===== src/rtl/exc_pend_pkg.sv =====
package exc_pend_pkg;
  localparam int NUM_EXC = 3;
  localparam int WORD_W  = 32;
  localparam int VEC_W   = 8;

  localparam int IDX_NMI = 0;
  localparam int IDX_DSV = 1;
  localparam int IDX_TMR = 2;

  localparam int POS_PREEMPT = 23;
  localparam int POS_ANYPEND = 22;
  localparam int POS_PVEC_LO = 12;
  localparam int POS_RETBASE = 11;
  localparam int POS_AVEC_LO = 0;

  function automatic int set_pos(input int k);
    case (k)
      IDX_NMI: set_pos = 31;
      IDX_DSV: set_pos = 28;
      default: set_pos = 26;
    endcase
  endfunction

  function automatic bit has_clr(input int k);
    has_clr = (k != IDX_NMI);
  endfunction

  function automatic int clr_pos(input int k);
    case (k)
      IDX_DSV: clr_pos = 27;
      default: clr_pos = 25;
    endcase
  endfunction
endpackage


===== src/rtl/exc_pend_decode.sv =====
module exc_pend_decode
  import exc_pend_pkg::*;
#(
  parameter int ADDR_W = 12,
  parameter logic [ADDR_W-1:0] REG_OFFSET = 12'h0C0
) (
  input  logic              bus_sel,
  input  logic              bus_wr,
  input  logic [ADDR_W-1:0] bus_addr,
  input  logic [WORD_W-1:0] bus_wdata,
  output logic              rd_hit,
  output logic [NUM_EXC-1:0] sw_set,
  output logic [NUM_EXC-1:0] sw_clr
);
  logic addr_hit;
  logic wr_hit;

  assign addr_hit = (bus_addr == REG_OFFSET);
  assign wr_hit   = bus_sel & bus_wr & addr_hit;
  assign rd_hit   = bus_sel & ~bus_wr & addr_hit;

  for (genvar k = 0; k < NUM_EXC; k++) begin : g_exc
    assign sw_set[k] = wr_hit & bus_wdata[set_pos(k)];
    if (has_clr(k)) begin : g_clr
      assign sw_clr[k] = wr_hit & bus_wdata[clr_pos(k)];
    end else begin : g_noclr
      assign sw_clr[k] = 1'b0;
    end
  end

  logic unused_wdata;
  assign unused_wdata = ^bus_wdata;
endmodule


===== src/rtl/exc_pend_bit.sv =====
module exc_pend_bit (
  input  logic clk,
  input  logic rst_n,
  input  logic sw_set,
  input  logic sw_clr,
  input  logic hw_set,
  input  logic ack,
  output logic pend_q
);
  logic pend_d;

  always_comb begin
    pend_d = pend_q;
    if (ack || sw_clr)       pend_d = 1'b0;
    if (sw_set && !sw_clr)   pend_d = 1'b1;
    if (hw_set)              pend_d = 1'b1;
  end

  always_ff @(posedge clk or negedge rst_n) begin
    if (!rst_n) pend_q <= 1'b0;
    else        pend_q <= pend_d;
  end
endmodule


===== src/rtl/exc_pend_rdmux.sv =====
module exc_pend_rdmux
  import exc_pend_pkg::*;
(
  input  logic               rd_hit,
  input  logic [NUM_EXC-1:0] pend,
  input  logic               core_preempt,
  input  logic               core_any_pend,
  input  logic [VEC_W-1:0]   core_pend_vec,
  input  logic               core_ret_base,
  input  logic [VEC_W-1:0]   core_act_vec,
  output logic [WORD_W-1:0]  rdata
);
  logic [WORD_W-1:0] word;

  always_comb begin
    word = '0;
    for (int k = 0; k < NUM_EXC; k++) word[set_pos(k)] = pend[k];
    word[POS_PREEMPT] = core_preempt;
    word[POS_ANYPEND] = core_any_pend;
    word[POS_PVEC_LO +: VEC_W] = core_pend_vec;
    word[POS_RETBASE] = core_ret_base;
    word[POS_AVEC_LO +: VEC_W] = core_act_vec;
  end

  assign rdata = rd_hit ? word : '0;
endmodule


===== src/rtl/exc_pend_ctl.sv =====
module exc_pend_ctl
  import exc_pend_pkg::*;
#(
  parameter int ADDR_W = 12,
  parameter logic [ADDR_W-1:0] REG_OFFSET = 12'h0C0
) (
  input  logic              clk,
  input  logic              rst_n,
  input  logic              bus_sel,
  input  logic              bus_wr,
  input  logic [ADDR_W-1:0] bus_addr,
  input  logic [31:0]       bus_wdata,
  output logic [31:0]       bus_rdata,
  input  logic [2:0]        hw_set,
  input  logic [2:0]        ack,
  input  logic              core_preempt,
  input  logic              core_any_pend,
  input  logic [7:0]        core_pend_vec,
  input  logic              core_ret_base,
  input  logic [7:0]        core_act_vec,
  output logic [2:0]        pend
);
  logic               rd_hit;
  logic [NUM_EXC-1:0] sw_set;
  logic [NUM_EXC-1:0] sw_clr;

  exc_pend_decode #(.ADDR_W(ADDR_W), .REG_OFFSET(REG_OFFSET)) u_dec (
    .bus_sel(bus_sel), .bus_wr(bus_wr), .bus_addr(bus_addr),
    .bus_wdata(bus_wdata), .rd_hit(rd_hit), .sw_set(sw_set), .sw_clr(sw_clr)
  );

  for (genvar k = 0; k < NUM_EXC; k++) begin : g_cell
    exc_pend_bit u_bit (
      .clk(clk), .rst_n(rst_n), .sw_set(sw_set[k]), .sw_clr(sw_clr[k]),
      .hw_set(hw_set[k]), .ack(ack[k]), .pend_q(pend[k])
    );
  end

  exc_pend_rdmux u_rd (
    .rd_hit(rd_hit), .pend(pend), .core_preempt(core_preempt),
    .core_any_pend(core_any_pend), .core_pend_vec(core_pend_vec),
    .core_ret_base(core_ret_base), .core_act_vec(core_act_vec),
    .rdata(bus_rdata)
  );
endmodule


===== config.mk =====
export PLATFORM = sky130hd
export DESIGN_NAME = exc_pend_ctl
export DESIGN_NICKNAME = d
export VERILOG_FILES = /design/src/rtl/exc_pend_pkg.sv /design/src/rtl/exc_pend_decode.sv /design/src/rtl/exc_pend_bit.sv /design/src/rtl/exc_pend_rdmux.sv /design/src/rtl/exc_pend_ctl.sv
export SDC_FILE = /design/constraint.sdc
export NUM_CORES = 1
export LEC_CHECK = 0
export ABC_CLOCK_PERIOD_IN_PS = 1900
export BUFFER_PORTS_ARGS = -buffer_cell sky130_fd_sc_hd__buf_2
export CAP_MARGIN = 20
export CORE_AREA = 2 2 53 55
export CTS_CLUSTER_DIAMETER = 150
export DETAILED_ROUTE_END_ITERATION = 7
export DIE_AREA = 0 0 55 57
export GPL_ROUTABILITY_DRIVEN = 0
export PLACE_DENSITY = 0.72
export SYNTH_ARGS = -nofsm -noshare
export SYNTH_HDL_FRONTEND = slang
export SYNTH_HIERARCHICAL = 1
export SYNTH_SLANG_ARGS = --single-unit

===== constraint.sdc =====
create_clock -name clk -period 1.9 [get_ports clk]
set_clock_uncertainty 0.1 [all_clocks]
set_input_delay 0.19 -clock clk [delete_from_list [all_inputs] [get_ports clk]]
set_output_delay 0.19 -clock clk [all_outputs]
set_load 0.02 [all_outputs]

==> After elaboration in Yosys (flattened, before gate mapping) <==
Index checks and enable logic that the tools add are counted.
{ "totals": {"regBits": 3, "input_bits": 73} }
{ "op_classes": {"n_eq_ne": 1, "n_mux": 10, "n_bitwise": 10, "reduce_logical": 9} }
{ "op_table": {"columns": ["cell", "count"], "rows": [
  ["32-bit 2-to-1 mux", 1],
  ["12-bit by 8-bit equality test with 1-bit output, second input constant", 1],
  ["1-bit AND", 9],
  ["1-bit 2-to-1 mux", 9],
  ["3-bit nonzero test", 3],
  ["1-bit logical AND", 2],
  ["1-bit zero test", 2],
  ["1-bit logical OR", 2],
  ["1-bit inverter", 1]
]} }

==> Longest topological paths before layout <==
Gate-level depths: netlist of the first run.
{ "logic_depth": {"word_depth": 7, "ltp_mapped": 5, "ltp_nobuf": 4} }

==> Cells and area by module <==
Netlist of the first run, hierarchy kept.
{ "by_module_without_submodules": {"columns": ["module", "n_inst", "cells_each", "area_per_inst_um2"], "rows": [
  ["exc_pend_rdmux", 1, 35, 259.0],
  ["exc_pend_bit", 3, 4, 42.5],
  ["exc_pend_decode", 1, 19, 125.1]
]} }

==> Worst setup path before layout of the first run <==
OpenSTA, ideal clock, no wires.
{ "synth_timing": {"kind": "input to output", "startpoint": "input port bus_addr[11]", "endpoint": "output port bus_rdata[0]", "t_arrival_ns": 1.788, "required_time_ns": 1.610, "slack_ns": -0.178, "cell_stages": 5, "n_path_buf": 2, "path_cell_list": "or4_1 > buf_2 > nor4_1 > buf_6 > and2_1"} }
{ "synth_between": {"elab_chain_cells": 3} }
{ "synth_lines": {"columns": ["element", "line_no", "rtl"], "rows": [
  ["start, declared", "exc_pend_ctl.sv:11", "input logic [ADDR_W-1:0] bus_addr,"],
  ["12-bit by 8-bit equality test with 1-bit output", "exc_pend_decode.sv:18", "assign addr_hit = (bus_addr == REG_OFFSET);"],
  ["1-bit AND", "exc_pend_decode.sv:20", "assign rd_hit = bus_sel & ~bus_wr & addr_hit;"],
  ["net rd_hit", "exc_pend_ctl.sv:23", "logic rd_hit;"],
  ["32-bit 2-to-1 mux", "exc_pend_rdmux.sv:25", "assign rdata = rd_hit ? word : '0;"],
  ["end, declared", "exc_pend_ctl.sv:13", "output logic [31:0] bus_rdata,"]
]} }
The timed path passes the listed nets, and every way through them passes these cells.

==> Worst setup path after layout of the first run <==
{ "layout_timing": {"startpoint": "input port bus_addr[11]", "endpoint": "output port bus_rdata[6]"} }
The elaborated chain is that of the path after synthesis.

==> metrics.md, run 1 <==
| Metric | Value |
|---|---|
| Largest net degree at the start of global routing | `23` |
| CP required | `1.61 ns` |
| Power Density | `261 mW/mm2` |
| Initial core utilization | `19.6%` |
| Count leader, synth | `and2_2` |
| Crit start category | `input pin` |
| Row count | `19` |
| Combinational Power Share | `34.7%` |
| Via density | `4.12` |
| Die Span X | `55 um` |
| Leading registers by flop count | `g_cell.u_bit/pend_q: 3 flops` |
| Final period util | `100%` |
| Final hold vios | `0` |
| Layout cells sized above 1 | `70.0%` |
| Dpl hpwl | `1340 um` |
| Die ar. | `0.00314 mm2` |
| Die height | `57 um` |
| Ys async rst share | `100%` |
| CTS H-tree lvls | `1` |
| I/O pin total | `108` |
| CTS root buffer | `clkbuf_4` |
| Drt wl/cell | `9.63 um` |
| # DRC | `0` |
| DR vias | `705` |
| Max reg flops | `3` |
| FILL cells | `267` |
| Crit path kind | `in2out` |
| Core Box Area | `0.00262 mm2` |
| Flops & latches, synth | `3` |
| Crit path capture type | `output pin` |
| # port buffers | `70` |
| Hold Crit Class | `in2reg` |
| Clock power share | `39.4%` |
| Worst ir drop on vdd | `153 uV` |
| Slowest-stage cell, CP | `or4_4` |
| Largest area contributor in the netlist | `and2_2` |
| CTS clock-pin slew for the worst setup and hold paths | `0.03 ns` |
| FF-to-FF path depth | `1` |
| Top cells by area, synth | `and2_2 23%, buf_4 16%, dfrtp_1 15%` |
| Hold Crit Depth | `2` |
| Max-slew violations | `0` |
| Vias in the first global route | `585` |
| Crit path from | `bus_addr[11]` |
| Net Sw Power | `83.8 uW` |
| Sequential share of power | `25.9%` |
| Final min period | `1.90 ns` |
| CTS Buf Count | `3` |
| Worst setup margin | `-0.00217 ns` |
| Worst-path fanout max | `22` |
| Largest stage delay, worst path | `0.56 ns` |
| DRT iter0 DRCs | `8` |
| Post-synth EDFFs | `0` |
| Nets | `214` |
| Hold path startpoint | `hw_set[2]` |
| RSZ-0062 raised after global routing | `yes` |
| Sequential-to-total area share from yosys stat | `14.7%` |
| Arrival @ worst endpoint | `1.61 ns` |
| Worst R2R Start | `g_cell[1].u_bit/pend_q$_DFFE_PN0P_` |
| Post-synth cell types | `17` |
| Status | `finished with violations` |
| Post-CTS Setup Bufs | `0` |
| Failing checks | `negative setup slack` |
| Crit-path cells | `buf_2 > or4_4 > nor4_4 > buf_12 > and2_2 > buf_6` |
| First-pass GRT wire length | `2250 um` |
| Setup TNS | `-0.00535 ns` |
| Synth Cell Area | `512 um2` |
| Syn avg cell area | `7.75 um2` |
| Synthesis-to-finish area growth | `109%` |
| Synth top cells by count | `16 x and2_2, 11 x buf_4, 6 x and2_1, 6 x nor4_1` |
| Initial antenna violation count | `0` |
| Sw Ratio | `30.1%` |
| CTS sink count | `3` |
| Synth top area share | `23.5%` |
| Pre-Repair DR Iteration Count | `4` |
| GRT Total Usage | `9.91%` |
| Post-synth top flop | `dfrtp_1` |
| Worst-Skew Late Latency | `0.23 ns` |
| Max-cap violations | `0` |
| Yosys warnings | `6` |
| Antenna Nets Post-Route | `0` |
| Fmax | `526 MHz` |
| P_int | `195 uW` |
| Synth Instances | `66` |
| Core Util, Final | `40.9%` |
| Top reg by flops | `g_cell.u_bit/pend_q` |
| # setup viols final | `3` |
| Antenna Cells | `0` |
| CTS tree | `yes` |
| Leak Pwr | `0.554 nW` |
| Final wirelength | `1650 um` |
| Bufs on Longest Clock Path | `2` |
| Overflow after GRT | `0` |
==> power by group through the flow <==
stage,Sequential (mW),Combinational [mW],Clock [mW]
global route,0.0727,0.106,0.117
finish,0.0722,0.0966,0.110
CTS,0.0723,0.0959,0.118
floorplan,0.0775,0.0500,0
detailed placement,0.0731,0.0925,0
global placement,0.0730,0.0918,0
==> path summary, 6_finish.rpt <==
check                                                      to  slack, ns
max in group asynchronous  g_cell[0].u_bit/pend_q$_DFFE_PN0P_       1.41
min                        g_cell[2].u_bit/pend_q$_DFFE_PN0P_       0.07
max reg2reg                g_cell[1].u_bit/pend_q$_DFFE_PN0P_       0.99
min reg2reg                g_cell[0].u_bit/pend_q$_DFFE_PN0P_       0.44
min in group asynchronous  g_cell[1].u_bit/pend_q$_DFFE_PN0P_       0.19
max                                              bus_rdata[6]     -0.002
==> kinds of logic after synthesis <==
family	count (synthesis)	share of synthesized area, %
buffers and inverters	17	23.7
DFF	3	14.7
AOI/OAI and AO/OA	3	5.87
and+or+nand+nor	41	54.3
other	2	1.47
==> per-stage QoR <==
step	power [mW]	area (um2)	setup WS (ns)	std cells	hold slack (ns)
after CTS	0.286	1060	-0.0435	171	0.0538
after floorplan	0.128	561	0.0367	75	-0.206
after detailed placement	0.166	882	-0.137	166	-0.115
after global placement	0.165	882	-0.135	166	-0.115
final	0.279	1070	-0.00217	171	0.0662
after global routing	0.295	1070	-0.0709	171	0.0589
==> worst max-delay path: cells and delay by family <==
family                 cells  cell delay, ns
buffers and inverters      3            0.39
AND/OR/NAND/NOR            3            1.04
==> layout make-up <==
cell class / count / area [um2] / share of cell area, %
Tap cell: 31 / 38.8 / 3.63
Timing Repair Buffer: 75 / 541 / 50.6
Inverter: 3 / 11.3 / 1.05
Multi-Input combinational cell: 55 / 377 / 35.2
Sequential cell: 3 / 75.1 / 7.03
Clock buffer: 4 / 26.3 / 2.46
==> placed cells by master (no fill, tap or decap), drive strengths merged <==
cell type and n:
buf 74, nand3 3, dlygate4sd3 1, nand4bb 1
nor4 6, inv 3, nand4b 2, clkbuf 4
or3 1, dfrtp 3, and2 22, or4 2
a221o 3, nand2b 1, conb 11, nor2 3
==> per-layer routing <==
metal,wire length (um),part of all wire [%],global-route usage (%),vias to the layer above
met5,0,0,0,-
met4,19,1.2,6.27,0
met3,273,17,1.83,2
met2,799,49,18.0,61
met1,554,34,9.74,291
li1,-,-,-,351
==> timing repair <==
action                                 4_1_cts  5_1_grt
gates resized for setup                     44        4
hold buffers                                 1        0
endpoints found under the hold margin        3        0
setup endpoints to repair                   22       22
pin swaps                                    0        1
(Power assumes the default switching activity.)
==> inputs of run 2 (changes only) <==
Settings changed: RECOVER_POWER set to 25.
==> run 2 against run 1 <==
The run still ends with negative setup slack left; power is 0.10% lower; core utilization barely moved; die area is the same; clock-buffer cell count did not move; sequential share of layout area about the same.
==> metrics.md, run 2 (synthesis results as in run 1) <==
| Metric | Value |
|---|---|
| Net Sw Power | `83.8 uW (about the same)` |
| Status | `finished with violations` |
| Leading registers by flop count | `g_cell.u_bit/pend_q: 3 flops` |
| Crit path kind | `in2out` |
| Worst setup margin | `-0.00217 ns (unchanged)` |
| Initial core utilization | `19.6% (unchanged)` |
| Fin cells | `171 (unchanged)` |
| Vias in the first global route | `585 (unchanged)` |
| Hold Crit Class | `in2reg` |
| Clock power share | `39.5% (about the same)` |
| # setup viols final | `3 (unchanged)` |
| Total Power | `278 uW (-0.10%)` |
| Post-CTS Setup Bufs | `0 (unchanged)` |
| RSZ-0062 raised after global routing | `yes` |
| Final wirelength | `1650 um (-0.12%)` |
| Pre-Repair DR Iteration Count | `4 (unchanged)` |
| Row count | `19 (unchanged)` |
| Initial antenna violation count | `0 (unchanged)` |
| Sequential share of power | `25.9% (about the same)` |
| Arrival @ worst endpoint | `1.61 ns (about the same)` |
| First-pass GRT wire length | `2250 um (unchanged)` |
| Worst ir drop on vdd | `153 uV (about the same)` |
| Pre-CTS WS | `-0.137 ns (unchanged)` |
| Power Density | `261 mW/mm2 (about the same)` |
| Final period util | `100% (unchanged)` |
| CTS root buffer | `clkbuf_4` |
| Worst-Skew Late Latency | `0.23 ns (about the same)` |
| Synthesis-to-finish area growth | `109%` |
| Final min period | `1.90 ns (unchanged)` |
| CTS H-tree lvls | `1 (unchanged)` |
| FILL cells | `268 (+0.37%)` |
| Nets | `214 (unchanged)` |
| # port buffers | `70 (unchanged)` |
| DR vias | `705 (unchanged)` |
| Reg-to-reg slack, setup | `0.99 ns (about the same)` |
| GRT Total Usage | `9.91% (unchanged)` |
| P_int | `195 uW (-0.15%)` |
| Top reg by flops | `g_cell.u_bit/pend_q` |
| FF-to-FF path depth | `1 (unchanged)` |
| Most frequent cells in the layout | `47 x buf_2, 22 x buf_6, 16 x and2_2, 11 x conb_1, 5 x nor4_1` |
| Worst R2R Start | `g_cell[1].u_bit/pend_q$_DFFE_PN0P_` |
| CTS clock-pin slew for the worst setup and hold paths | `0.03 ns (about the same)` |
| # DRC | `0 (unchanged)` |
| Max-slew violations | `0 (unchanged)` |
| Largest net degree at the start of global routing | `23 (unchanged)` |
| Crit path capture type | `output pin` |
| DRT iter0 DRCs | `8 (unchanged)` |
| Worst-path fanout max | `22 (unchanged)` |
| CTS Buf Count | `3 (unchanged)` |
| Drt wl/cell | `9.62 um (-0.12%)` |
| Final hold vios | `0 (unchanged)` |
| Fmax | `526 MHz (unchanged)` |
| Core Box Area | `0.00262 mm2 (unchanged)` |
| CP required | `1.61 ns (about the same)` |
| Failing checks | `negative setup slack` |
| Crit start category | `input pin` |
| R2R Path End | `g_cell[1].u_bit/pend_q$_DFFE_PN0P_` |
| Max-cap violations | `0 (unchanged)` |
| I/O pin total | `108 (unchanged)` |
| Combinational Power Share | `34.6% (about the same)` |
| Via density | `4.12 (unchanged)` |
| Leak Pwr | `0.552 nW (-0.50%)` |
| Bufs on Longest Clock Path | `2 (unchanged)` |
| Commonest non-fill, non-tap cell in the layout | `buf_2` |
| Hold path startpoint | `hw_set[2]` |
| Layout cells sized above 1 | `69.3% (-0.71 points)` |
| Core Util, Final | `40.8% (-0.048 points)` |
| Hold slack | `0.0662 ns (unchanged)` |
| Dpl hpwl | `1340 um (unchanged)` |
| Worst hold endpoint | `g_cell[2].u_bit/pend_q$_DFFE_PN0P_` |
| Die ar. | `0.00314 mm2 (unchanged)` |
| CTS sink count | `3 (unchanged)` |
| Antenna Nets Post-Route | `0 (unchanged)` |
| Placed Cells incl. Taps | `166 (unchanged)` |
| Max reg flops | `3 (unchanged)` |
| Sw Ratio | `30.1% (+0.034 points)` |
| Die Span X | `55 um (unchanged)` |
| Overflow after GRT | `0 (unchanged)` |
| Antenna Cells | `0 (unchanged)` |
| CTS tree | `yes` |
| Hold Crit Depth | `2 (unchanged)` |
| Die height | `57 um (unchanged)` |
-- run 2: cell types whose count changed in the layout (fill, tap and decap cells not counted) --
cell,change
clkbuf_1,+1
buf_2,-1
-- run 2: how the worst max path moves through the flow --
stage	slack, ns	start	to	depth (start not counted)
3_5_place_dp	-0.14	bus_addr[11]	bus_rdata[19]	6
4_1_cts	-0.04	bus_addr[11]	bus_rdata[19]	6
3_3_place_gp	-0.14	bus_addr[11]	bus_rdata[19]	6
5_1_grt	-0.07	bus_addr[11]	bus_rdata[1]	6
2_1_floorplan	0.04	bus_addr[11]	bus_rdata[0]	5
6_report	-0.002	bus_addr[11]	bus_rdata[6]	6
-- run 2: worst max-delay path, cell delays in order --
cell    delay [ns]
buf_2         0.10
or4_4         0.56
nor4_4        0.32
buf_12        0.18
and2_2        0.16
buf_6         0.11
-- run 2: area by class of cell --
type	count	area, um2	share of cell area [%]
Sequential cell	3	75.1	7.03
Multi-Input combinational cell	55	377	35.3
Clock buffer	4	26.3	2.46
Inverter	3	11.3	1.06
Timing Repair Buffer	75	539	50.5
Tap cell	31	38.8	3.63
-- run 2: power by group through the flow --
stage	logic [mW]	clock network, mW	registers, mW
final	0.0963	0.110	0.0722
after global routing	0.106	0.117	0.0727
after CTS	0.0959	0.118	0.0723
after detailed placement	0.0925	0	0.0731
after global placement	0.0918	0	0.0730
after floorplan	0.0500	0	0.0775
-- run 2: stage by stage --
stage                     TNS [ns]  instance area [um2]
after detailed placement     -2.84                  882
after floorplan                  0                  561
after global routing         -1.28                 1070
after global placement       -2.73                  882
final                     -0.00535                 1070
after CTS                   -0.558                 1060
-- run 2: what timing repair did --
action                                 in CTS  in global routing
hold buffers                                1                  0
endpoints found under the hold margin       3                  0
pin swaps                                   0                  1
resized for setup                          44                  4
setup endpoints to repair                  22                 22
-- run 2: layer usage --
layer	GRT usage (%)	part of all wire, %	vias up
met5	0	0	-
met4	6.27	1.2	0
met3	1.83	17	2
li1	-	-	351
met1	9.74	34	291
met2	18.0	49	61
==> inputs of run 3 (changes only) <==
Settings changed: CAP_MARGIN 20 to unset, PLACE_DENSITY 0.72 to 0.84.
==> run 3 against run 2 <==
The flow still finishes with violations (negative setup slack); critical path depth stayed put; highest routed layer is now met3; largest cell class unchanged; clock-buffer cell count unchanged; largest power group unchanged; core utilization down 0.48 points; hold slack got worse by 0.0083 ns; register-to-register slack about the same.
==> metrics.md, run 3 (synthesis results as in run 1) <==
| Metric | Value |
|---|---|
| Core Box Area | `0.00262 mm2 (unchanged)` |
| Max-slew violations | `0 (unchanged)` |
| Crit path kind | `in2out` |
| Die ar. | `0.00314 mm2 (unchanged)` |
| Hold Crit Depth | `2 (unchanged)` |
| Initial antenna violation count | `0 (unchanged)` |
| GRT Total Usage | `9.54% (-0.37 points)` |
| Vias in the first global route | `554 (-5.3%)` |
| Top reg by flops | `g_cell.u_bit/pend_q` |
| Crit path capture type | `output pin` |
| Arrival @ worst endpoint | `1.62 ns (about the same)` |
| Fmax | `524 MHz (-0.28%)` |
| Failing checks | `negative setup slack` |
| Nets | `213 (-0.47%)` |
| Bufs on Longest Clock Path | `2 (unchanged)` |
| Power Density | `266 mW/mm2 (+2.1%)` |
| CTS sink count | `3 (unchanged)` |
| I/O pin total | `108 (unchanged)` |
| DRT iter0 DRCs | `3 (-5)` |
| Layout cells sized above 1 | `67.6% (-1.7 points)` |
| DR vias | `693 (-1.7%)` |
| CTS Buf Count | `3 (unchanged)` |
| Max reg flops | `3 (unchanged)` |
| Footprint of the multi-input gates | `372 um2 (-1.3%)` |
| FILL cells | `273 (+1.9%)` |
| Hold Crit Class | `in2reg` |
| Hold slack | `0.0579 ns (-0.00835 ns)` |
| Pre-Repair DR Iteration Count | `4 (unchanged)` |
| Reg-to-reg slack, setup | `0.98 ns (about the same)` |
| Most frequent cells in the layout | `47 x buf_2, 22 x buf_6, 16 x and2_2, 11 x conb_1, 6 x and2_1` |
| Antenna Nets Post-Route | `0 (unchanged)` |
| Leak Pwr | `0.545 nW (-1.3%)` |
| CTS root buffer | `clkbuf_4` |
| Final hold vios | `0 (unchanged)` |
| Post-CTS Setup Bufs | `0 (unchanged)` |
| Worst ir drop on vdd | `284 uV (+86%)` |
| Row count | `19 (unchanged)` |
| Max-cap violations | `0 (unchanged)` |
| Via density | `4.08 (-1.1%)` |
| Largest net degree at the start of global routing | `23 (unchanged)` |
| Overflow after GRT | `0 (unchanged)` |
| Leading registers by flop count | `g_cell.u_bit/pend_q: 3 flops` |
| Drt wl/cell | `10.2 um (+6.2%)` |
| Status | `finished with violations` |
| Final wirelength | `1740 um (+5.6%)` |
| Antenna Cells | `0 (unchanged)` |
| Register cell area after layout | `75.1 um2 (unchanged)` |
| Die height | `57 um (unchanged)` |
| Final period util | `100% (+0.28 points)` |
| Die Span X | `55 um (unchanged)` |
| CTS tree | `yes` |
| # port buffers | `70 (unchanged)` |
| Worst-path fanout max | `22 (unchanged)` |
| RSZ-0062 raised after global routing | `yes` |
| # DRC | `0 (unchanged)` |
| Commonest non-fill, non-tap cell in the layout | `buf_2` |
| CP required | `1.61 ns (about the same)` |
| Worst-Skew Late Latency | `0.23 ns (about the same)` |
| Worst setup margin | `-0.00749 ns (-0.00533 ns)` |
| Core Util, Final | `40.3% (-0.48 points)` |
| FF-to-FF path depth | `1 (unchanged)` |
| Initial core utilization | `19.6% (unchanged)` |
| Synthesis-to-finish area growth | `106%` |
| CTS clock-pin slew for the worst setup and hold paths | `0.04 ns (about the same)` |
| # setup viols final | `9 (+6)` |
| CTS H-tree lvls | `1 (unchanged)` |
| Dpl hpwl | `1390 um (+4.2%)` |
| First-pass GRT wire length | `2160 um (-4.0%)` |
| Final min period | `1.91 ns (+0.00533 ns)` |
| Crit start category | `input pin` |
## run 3: critical path, stage by stage
cell and delay (ns):
buf_2 0.10, or4_4 0.56, nor4_4 0.31, buf_12 0.17, and2_2 0.15, buf_6 0.11
## run 3: final timing paths
kind / endpoint / startpoint
worst max-delay path: bus_rdata[16] / bus_addr[3]
worst min-delay path: g_cell[1].u_bit/pend_q$_DFFE_PN0P_ / hw_set[1]
worst max register to register: g_cell[2].u_bit/pend_q$_DFFE_PN0P_ / g_cell[2].u_bit/pend_q$_DFFE_PN0P_
worst min register to register: g_cell[0].u_bit/pend_q$_DFFE_PN0P_ / g_cell[0].u_bit/pend_q$_DFFE_PN0P_
max in group asynchronous: g_cell[0].u_bit/pend_q$_DFFE_PN0P_ / rst_n
min in group asynchronous: g_cell[1].u_bit/pend_q$_DFFE_PN0P_ / rst_n
## run 3: timing repair
item / in CTS / in global routing
hold buffers: 1 / 0
gates resized for setup: 42 / 4
endpoints found under the setup margin: 22 / 22
endpoints found under the hold margin: 3 / 0
gates cloned: 0 / 0
pin swaps: 1 / 1
## run 3: cell type report
class	count	area share, %
timing repair buffer	74	50.4
multi-input combinational	55	35.2
sequential	3	7.12
tap	31	3.68
clock buffer	4	2.49
inverter	3	1.07
## run 3: routing by layer
layer  GRT usage [%]  routed length [um]  vias to the layer above
met4            3.14                   0                        0
met1            9.39                 561                      290
met3            2.36                 273                        0
li1                -                   -                      351
met5               0                   0                        -
met2            18.4                 903                       52
## run 3: power by group
| group | switching, mW | internal [mW] | total [mW] | leakage [nW] |
|---|---|---|---|---|
| logic | 0.0494 | 0.0467 | 0.0961 | 0.497 |
| clock network | 0.0336 | 0.0787 | 0.112 | 0.0150 |
| registers | 0.00373 | 0.0686 | 0.0723 | 0.0328 |
## run 3: through the flow
step / power [mW] / cell area, um2 / setup slack (ns) / instances / setup TNS [ns]
floorplan: 0.128 / 561 / 0.0367 / 75 / 0
global placement: 0.163 / 875 / -0.137 / 165 / -2.25
detailed placement: 0.166 / 875 / -0.140 / 165 / -2.36
CTS: 0.287 / 1040 / -0.0376 / 170 / -0.491
global route: 0.301 / 1050 / -0.0794 / 170 / -1.48
finish: 0.281 / 1050 / -0.00749 / 170 / -0.0362
